### src/rtl/burst_order_pkg.sv
package burst_order_pkg;

  // Order codes seen on orderSel; the reserved code falls back to sequential.
  typedef enum logic [1:0] {
    ORD_SEQ  = 2'b00,
    ORD_WRAP = 2'b01,
    ORD_PAIR = 2'b10,
    ORD_RSVD = 2'b11
  } orderE;

  // Strobes from control to datapath, at most one high per cycle.
  typedef struct packed {
    logic loadStart;
    logic advance;
    logic finish;
  } ctrlStrobesT;

endpackage

### src/rtl/burst_order_dp.sv
module burst_order_dp
  import burst_order_pkg::*;
#(
  parameter int LINE_WORDS = 4,
  localparam int OFS_W = $clog2(LINE_WORDS)
) (
  input  logic             clk,
  input  logic             rstN,
  input  ctrlStrobesT      strobes,
  input  logic             active,
  input  logic [OFS_W-1:0] critOfs,
  input  logic [1:0]       orderSel,
  output logic [OFS_W-1:0] beatOfs,
  output logic             isLast
);

  localparam logic [OFS_W-1:0] LAST_IDX = OFS_W'(LINE_WORDS - 1);

  logic [OFS_W-1:0] critQ;
  logic [OFS_W-1:0] cntQ;
  orderE            orderQ;
  logic [OFS_W-1:0] rawOfs;

  always_ff @(posedge clk or negedge rstN) begin
    if (!rstN) begin
      critQ  <= '0;
      cntQ   <= '0;
      orderQ <= ORD_SEQ;
    end else if (strobes.loadStart) begin
      critQ  <= critOfs;
      orderQ <= orderE'(orderSel);
      cntQ   <= '0;
    end else if (strobes.advance) begin
      cntQ <= cntQ + 1'b1;
    end else if (strobes.finish) begin
      cntQ <= '0;
    end
  end

  // Power-of-two line length: the adder wraps modulo the line by width.
  always_comb begin
    unique case (orderQ)
      ORD_WRAP: rawOfs = critQ + cntQ;
      ORD_PAIR: rawOfs = critQ ^ cntQ;
      default:  rawOfs = cntQ;
    endcase
  end

  assign beatOfs = active ? rawOfs : '0;
  assign isLast  = (cntQ == LAST_IDX);

endmodule

### src/rtl/burst_order_ctrl.sv
module burst_order_ctrl
  import burst_order_pkg::*;
(
  input  logic        clk,
  input  logic        rstN,
  input  logic        startPulse,
  input  logic        nextBeat,
  input  logic        isLast,
  output ctrlStrobesT strobes,
  output logic        active,
  output logic        lastBeat
);

  logic activeQ;

  always_comb begin
    strobes.loadStart = startPulse && !activeQ;
    strobes.advance   = nextBeat && activeQ && !isLast;
    strobes.finish    = nextBeat && activeQ && isLast;
  end

  always_ff @(posedge clk or negedge rstN) begin
    if (!rstN)                  activeQ <= 1'b0;
    else if (strobes.loadStart) activeQ <= 1'b1;
    else if (strobes.finish)    activeQ <= 1'b0;
  end

  assign active   = activeQ;
  assign lastBeat = activeQ && isLast;

endmodule

### src/rtl/burst_order_gen.sv
module burst_order_gen
  import burst_order_pkg::*;
#(
  parameter int LINE_WORDS = 4,
  localparam int OFS_W = $clog2(LINE_WORDS)
) (
  input  logic             clk,
  input  logic             rstN,
  input  logic             startPulse,
  input  logic [OFS_W-1:0] critOfs,
  input  logic [1:0]       orderSel,
  input  logic             nextBeat,
  output logic [OFS_W-1:0] beatOfs,
  output logic             beatValid,
  output logic             lastBeat
);

  ctrlStrobesT strobes;
  logic        active;
  logic        isLast;

  burst_order_ctrl u_ctrl (
    .clk        (clk),
    .rstN       (rstN),
    .startPulse (startPulse),
    .nextBeat   (nextBeat),
    .isLast     (isLast),
    .strobes    (strobes),
    .active     (active),
    .lastBeat   (lastBeat)
  );

  burst_order_dp #(.LINE_WORDS(LINE_WORDS)) u_dp (
    .clk      (clk),
    .rstN     (rstN),
    .strobes  (strobes),
    .active   (active),
    .critOfs  (critOfs),
    .orderSel (orderSel),
    .beatOfs  (beatOfs),
    .isLast   (isLast)
  );

  assign beatValid = active;

endmodule

### config.mk
export PLATFORM = sky130hd
export DESIGN_NAME = burst_order_gen
export DESIGN_NICKNAME = d
export VERILOG_FILES = /design/src/rtl/burst_order_pkg.sv /design/src/rtl/burst_order_dp.sv /design/src/rtl/burst_order_ctrl.sv /design/src/rtl/burst_order_gen.sv
export SDC_FILE = /design/constraint.sdc
export NUM_CORES = 1
export LEC_CHECK = 0
export CORE_AREA = 2 2 39 41
export CTS_CLUSTER_DIAMETER = 80
export DETAILED_ROUTE_END_ITERATION = 10
export DIE_AREA = 0 0 41 43
export GPL_TIMING_DRIVEN = 0
export HOLD_SLACK_MARGIN = 0.08
export PLACE_DENSITY = 0.55
export SLEW_MARGIN = 20
export SYNTH_ARGS = -nofsm -noshare
export SYNTH_HDL_FRONTEND = slang
export SYNTH_SLANG_ARGS = --single-unit
### constraint.sdc
create_clock -name clk -period 2.6 [get_ports clk]
set_clock_uncertainty 0.15 [all_clocks]
set_input_delay 0.39 -clock clk [delete_from_list [all_inputs] [get_ports clk]]
set_output_delay 0.39 -clock clk [all_outputs]
set_load 0.03 [all_outputs]
# Yosys cells after proc, flatten, opt, wreduce, memory -nomap -nowiden
# Cells that the tools add are included.
[totals]
regBits = 7
in_bits = 8
out_inout_bits = 4
elab_cells = 26
[classes]
add_sub_neg = 2
n_eq_ne = 3
n_mux = 7
n_bitwise = 1
reduce_logical = 9
[op_table]
columns = ["cell", "n"]
rows = [
  ["2-to-1 mux 2 bit", 4],
  ["logical AND 1 bit", 5],
  ["equality test 2 bit (second input constant)", 2],
  ["case mux 2 bit (2 select lines)", 1],
  ["nonzero test 3 bit", 1],
  ["adder 2 x 1 -> 2 bit (second input constant)", 1],
  ["adder 2 bit", 1],
  ["equality test 2 x 1 -> 1 bit (second input constant)", 1],
  ["zero test 1 bit", 2],
  ["2-to-1 mux 1 bit", 2],
  ["nonzero test 2 bit", 1],
  ["bitwise XOR 2 bit", 1],
]

# Longest topological paths before layout
# Gate-level depths: netlist of the first run.
[depth]
depth_word = 5
ltp_mapped = 5
ltp_nobuf = 5

# Cells and area by module
# A second synthesis of the first run with hierarchy kept.
[unflattened]
hier_cells = 45
hier_area_um2 = 425.4
[by_module_without_submodules]
columns = ["mod", "instances", "cells_per_inst", "area_each_um2", "seq_area_each_um2"]
rows = [
  ["burst_order_dp", 1, 37, 355.3, 150.1],
  ["burst_order_ctrl", 1, 8, 70.1, 25.0],
]

# Least setup slack after synthesis of the first run
# Ideal clock, no wire load.
[synth_path]
path_type = "flip-flop to output port"
start = "register u_dp.orderQ[0]"
end = "output port beatOfs[1]"
arrival_time_ns = 1.376
t_required_ns = 2.060
slack_ns = 0.684
path_stages_with_launch = 5
path_buffers = 0
path_cell_list = "dfrtp_1 > inv_1 > ha_1 > o21ba_1 > a221oi_2"
[synth_via]
elab_chain_len = 3
word_cells_on_any_way = 4
cone_classes = "2 x eq/ne; 2 x mux"
[synth_lines]
columns = ["element", "line", "source"]
rows = [
  ["start: declaration", "burst_order_dp.sv:21", "orderE orderQ;"],
  ["start signal: assignment", "burst_order_dp.sv:31", "orderQ <= orderE'(orderSel);"],
  ["equality test 2 bit / equality test 2 x 1 -> 1 bit (equally long branches)", "burst_order_dp.sv:42", "unique case (orderQ)"],
  ["case mux 2 bit (2 select lines) (*)", "burst_order_dp.sv:42", ""],
  ["2-to-1 mux 2 bit (*)", "burst_order_dp.sv:49", "assign beatOfs = active ? rawOfs : '0;"],
  ["end: declaration", "burst_order_gen.sv:13", "output logic [OFS_W-1:0] beatOfs,"],
]
# Mark *: on every way between the ends. The rest lies on a longest branch, timed or not.

# Worst setup path after layout of the first run
# Same ends and word-level chain as after synthesis.

==> results.toml, run 1 <==
[pwr]
p_leak_nw = 0.2759
ir_worst_vdd_mv = 0.5063
powerDensity_nw_per_um2 = 1292

[logic_synthesis]
ys_warn_count = 0
ys_seq_elements = 7
avgSynthCellArea_um2 = 10.07
synth_cells = 42
yosysUniqueCellTypes = 18
syn-cell-area_um2 = 422.9
synth_edf_count = 0
ys_async_sr_fraction_pct = 100.0
synth_ff_type = "dfrtp_1"
synth_nets = 54
ys_seq_area_share_pct = 41.42

[worst_setup_path]
crit_family = "buffers and inverters"
path_class = "reg2out"
arrival_ps = 1800
endpoint_kind = "output pin"
path_buf_inv = 2
critPathMaxFanout = 4
crit_chain = "inv_1, ha_1, o21ba_1, a221oi_2, dlygate4sd2_1"
slowest_stage = "dlygate4sd2_1"
rrSetupSlack_ps = 1210
start_kind = "flop"
max_stage_delay_ps = 420
cp.required_ps = 2060

[cts]
post-cts-setup-buffers = 0
cts_buffers = 3
cts_sinks = 7
root_buffer = "clkbuf_4"
clk_pin_slew_ps = 60
cts_buffer_depth = 2
cts_tree = "done"
htree_levels = 1
clkLatencyLatePin_ps = 250

[finish]
fin_area_um2 = 580.6
drive_gt1_share_pct = 14.04
syn_to_final_growth_pct = 37.28
final_cells = 73
final_cell_mix = "9 x clkdlybuf4s50_1, 7 x dfrtp_1, 6 x o21ai_0"
antennaDiodeCount = 0
final_common_cell = "clkdlybuf4s50_1"
nets = 70

[job]
max_cap_violations = 0

[sta]
hold_viol = 0
maxSlewViolCount = 0
finalSetupTns_ps = 0
worst_slew_pin_slew_ps = 334.8
relSlewSlack_pct = 77.61
fmax_mhz = 427.3
rsz0062_at_grt = "false"
period_minus_slack_ps = 2340
setup_viol = 0
final.period_utilization_pct = 90.01

[placement]
dp_hpwl_um = 634.7
place_inst = 69
gp_congestion = 0.6803
place_area_um2 = 553.0
io_buffers = 11

[floorplan]
fp.dieW_um = 41
placementRows = 14
core-area_um2 = 1384
io_pins = 12
start_util_pct = 30.56
die-area_um2 = 1763
die_height_um = 43

[drt]
drt_iter0_markers = 0
ant_nets = 0
drcViolationCount = 0
routed-via-count = 338
wirelength_um = 774
vias_per_cell = 4.630
firstDrtPassIters = 1
wire_per_inst_um = 10.60

[global_routing]
grt_usage_pct = 12.78
antenna_found_initial = 0
grt_pass1_vias = 334
grt_max_degree = 9
grt_pass1_wl_um = 1414
grt_overflow = 0

[outcome]
status = "finished clean"

[min_path]
hold_class = "in2async"
[synth_stat cells, types with 2 or more instances]
library cell,count,share of area [%]
o21ai_0,6,7.1
ha_1,4,12
nand2_1,5,4.4
inv_1,4,3.5
mux2_2,2,5.3
nor2b_1,2,3.0
nor2_1,2,1.8
dfrtp_1,7,41
[routing by layer]
layer  GRT usage, %  wire length [um]  vias up
met5              0                 0        -
met3          4.712                23        4
met4          10.00                27        0
li1               -                 -      174
met2          15.00               338        7
met1          17.94               384      153
[registers in the layout, indices dropped and copies added (netlist names)]
signal         count
u_dp.cntQ          2
u_dp.critQ         2
u_dp.orderQ        2
u_ctrl.active      1
[power by group]
group / switching, mW / internal [mW] / total (mW)
Sequential: 0.0475 / 0.160 / 0.207
Combinational: 0.234 / 0.207 / 0.442
Clock: 0.0423 / 0.0587 / 0.101
[path summary, 6_finish.rpt]
| check | from | endpoint | depth (start not counted) |
|---|---|---|---|
| setup / recovery | u_dp.orderQ[0] | beatOfs[1] | 5 |
| hold / removal | rstN | u_dp.critQ[1] | 1 |
| setup reg to reg | u_dp.cntQ[0] | u_dp.cntQ[1] | 4 |
| hold reg to reg | u_dp.critQ[1] | u_dp.critQ[1] | 1 |
| max in group asynchronous | rstN | u_dp.critQ[0] | 1 |
| min in group clk | u_dp.critQ[1] | u_dp.critQ[1] | 1 |
[area by class of cell]
cell class | instances | area (um2)
inverter | 4 | 15.01
tap | 16 | 20.02
fill | 153 | 803.3
multi-input combinational | 31 | 232.7
clock buffer | 4 | 26.28
sequential | 7 | 175.2
timing repair buffer | 11 | 111.4
[logic make-up after synthesis]
kind of cell	share of synthesized area, %
and+or+nand+nor	15.68
adders and majority gates	11.83
muxes	5.325
DFF	41.42
AOI/OAI and AO/OA	20.12
xor gates and xnor gates	2.071
buffers and inverters	3.549
[metrics by stage]
stage               setup slack, ps  hold WS, ps  power, mW  util [%]
floorplan                     683.9       -55.59     0.5245         -
global placement              254.3        368.2     0.6703     39.96
detailed placement            249.1        378.3     0.6749     39.96
CTS                           48.55        264.2     0.7647     41.77
global route                  133.0        266.5     0.8289     41.95
finish                        259.7        250.1     0.7504     41.95
[timing repair]
item                                    4_1_cts  5_1_grt
gates resized for setup                       1        1
hold buffers                                  0        0
endpoints found under the setup margin        1        1
Power figures use the tool's default switching activity.
==> inputs of run 2 (changes only) <==
--- a/config.mk
+++ b/config.mk
@@ -12,3 +12,3 @@
 export GPL_TIMING_DRIVEN = 0
-export HOLD_SLACK_MARGIN = 0.08
+export HOLD_SLACK_MARGIN = 0.03
 export PLACE_DENSITY = 0.55
==> constraint.sdc (replaced) <==
create_clock -name clk -period 2.6 [get_ports clk]
set_clock_uncertainty 0.15 [all_clocks]
set_input_delay 0.52 -clock clk [delete_from_list [all_inputs] [get_ports clk]]
set_output_delay 0.52 -clock clk [all_outputs]
set_load 0.03 [all_outputs]
==> run 2 against run 1 <==
Utilization down 0.27 points. Critical path type unchanged. Cell count unchanged. Critical endpoint unchanged. Power down 1.1%. Sequential power about the same. Sequential share of layout area up 0.20 points. Largest power group unchanged. First-iteration DRC count unchanged. Final area down 0.65%.
==> results.toml, run 2 (synthesis gave the netlist of run 1 again) <==
[drt]
drt_iter0_markers = 0
vias_per_cell = 4.630
highest_layer = "met4"
drcViolationCount = 0
wl_met3_um = 23
firstDrtPassIters = 1
routed-via-count = 338
dr_wl_met2_um = 338
wirelength_um = 774
ant_nets = 0
wire_per_inst_um = 10.60
wl_met1_um = 385

[placement]
dp_hpwl_um = 634.7
gp_congestion = 0.6803
place_area_um2 = 553.0
place_inst = 69
io_buffers = 11

[global_routing]
grt_overflow = 0
grt_pass1_vias = 334
grt_pass1_wl_um = 1414
grt_usage_pct = 12.78
grt_max_degree = 9
antenna_found_initial = 0

[sta]
fmax_mhz = 404.8
maxSlewViolCount = 0
setup_viol = 0
relSlewSlack_pct = 77.61
period_minus_slack_ps = 2470
hold_viol = 0
rsz0062_at_grt = "false"
final.period_utilization_pct = 95.01
finalSetupTns_ps = 0
worst_slew_pin_slew_ps = 334.8

[floorplan]
io_pins = 12
fp.dieW_um = 41
start_util_pct = 30.56
die_height_um = 43
placementRows = 14
core-area_um2 = 1384
die-area_um2 = 1763

[pwr]
comb_power_share_pct = 58.4
powerDensity_nw_per_um2 = 1286
p_clk_share_pct = 13.6
seq_power_share_pct = 28.0
p_switching_mw = 0.3243
p_leak_nw = 0.2650
ir_worst_vdd_mv = 0.5063
internal-power_mw = 0.4175
p_sw_share_pct = 43.72

[finish]
nets = 70
drive_gt1_share_pct = 14.04
final_cells = 73
final_common_cell = "clkdlybuf4s50_1"
syn_to_final_growth_pct = 36.39
fin_area_um2 = 576.8
n_fill_cell = 152
reg_top3 = "u_dp.cntQ: 2 flops, u_dp.critQ: 2 flops, u_dp.orderQ: 2 flops"
final_cell_mix = "9 x clkdlybuf4s50_1, 7 x dfrtp_1, 6 x o21ai_0"
antennaDiodeCount = 0

[cts]
cts_buffer_depth = 2
root_buffer = "clkbuf_4"
cts_buffers = 3
htree_levels = 1
cts_tree = "done"
clkLatencyLatePin_ps = 250
clk_pin_slew_ps = 60
cts_sinks = 7

[worst_setup_path]
arrival_ps = 1800
start_kind = "flop"
path_class = "reg2out"
critPathMaxFanout = 4
cp.required_ps = 1930
endpoint_kind = "output pin"

[outcome]
status = "finished clean"

[job]
max_cap_violations = 0

[min_path]
hold_class = "in2async"
run 2: cell count changes in the layout (fill, tap and decap cells not counted), sizes merged:
cell | before | now
dlymetal6s2s | 1 | 0
dlygate4sd2 | 1 | 2
run 2: path summary, 6_finish.rpt:
kind	depth (start not counted)	endpoint	startpoint	slack, ps
min in group clk	1	u_dp.critQ[1]	u_dp.critQ[1]	380
hold / removal	1	u_dp.critQ[1]	rstN	380
hold reg to reg	1	u_dp.critQ[1]	u_dp.critQ[1]	380
setup / recovery	5	beatOfs[1]	u_dp.orderQ[0]	130
setup reg to reg	4	u_dp.cntQ[1]	u_dp.cntQ[0]	1210
max in group asynchronous	1	u_dp.critQ[0]	rstN	1670
run 2: stage by stage:
step                total power [mW]  setup slack, ps  util [%]  hold slack [ps]
floorplan                     0.5245            553.9         -            74.41
global placement              0.6703            124.3     39.96            368.2
detailed placement            0.6749            119.1     39.96            378.3
CTS                           0.7527            122.1     41.68            390.8
global route                  0.8200            2.986     41.68            396.5
finish                        0.7418            129.7     41.68            380.1
run 2: critical path, stage by stage (launching register included):
cell,delay [ps]
dfrtp_1,340
inv_1,60
ha_1,340
o21ba_1,170
a221oi_2,220
dlygate4sd2_1,420
run 2: layout make-up:
class | instances | area (um2) | area share (%)
tap | 16 | 20.02 | 3.471
timing repair buffer | 11 | 107.6 | 18.66
clock buffer | 4 | 26.28 | 4.555
multi-input combinational | 31 | 232.7 | 40.35
inverter | 4 | 15.01 | 2.603
sequential | 7 | 175.2 | 30.37
run 2: power groups by stage:
stage | registers, mW | clock network, mW | logic [mW]
CTS | 0.209 | 0.104 | 0.439
detailed placement | 0.211 | 0 | 0.464
floorplan | 0.208 | 0 | 0.317
global route | 0.217 | 0.112 | 0.491
global placement | 0.211 | 0 | 0.459
finish | 0.207 | 0.101 | 0.433
run 2: routing by layer:
| metal | GRT usage, % | vias up |
|---|---|---|
| li1 | - | 174 |
| met1 | 17.94 | 153 |
| met2 | 15.00 | 7 |
| met3 | 4.712 | 4 |
| met4 | 10.00 | 0 |
| met5 | 0 | - |
run 2: timing repair:
item | in CTS | in global routing
setup buffers | 0 | 0
endpoints found under the setup margin | 2 | 0
hold buffers | 0 | 0
resized for setup | 2 | 0
==> inputs of run 3 (changes only) <==
- ABC_CLOCK_PERIOD_IN_PS: default -> 2600
==> results of run 3 <==
Final layout, timing and power as in run 2 (identical DEF).
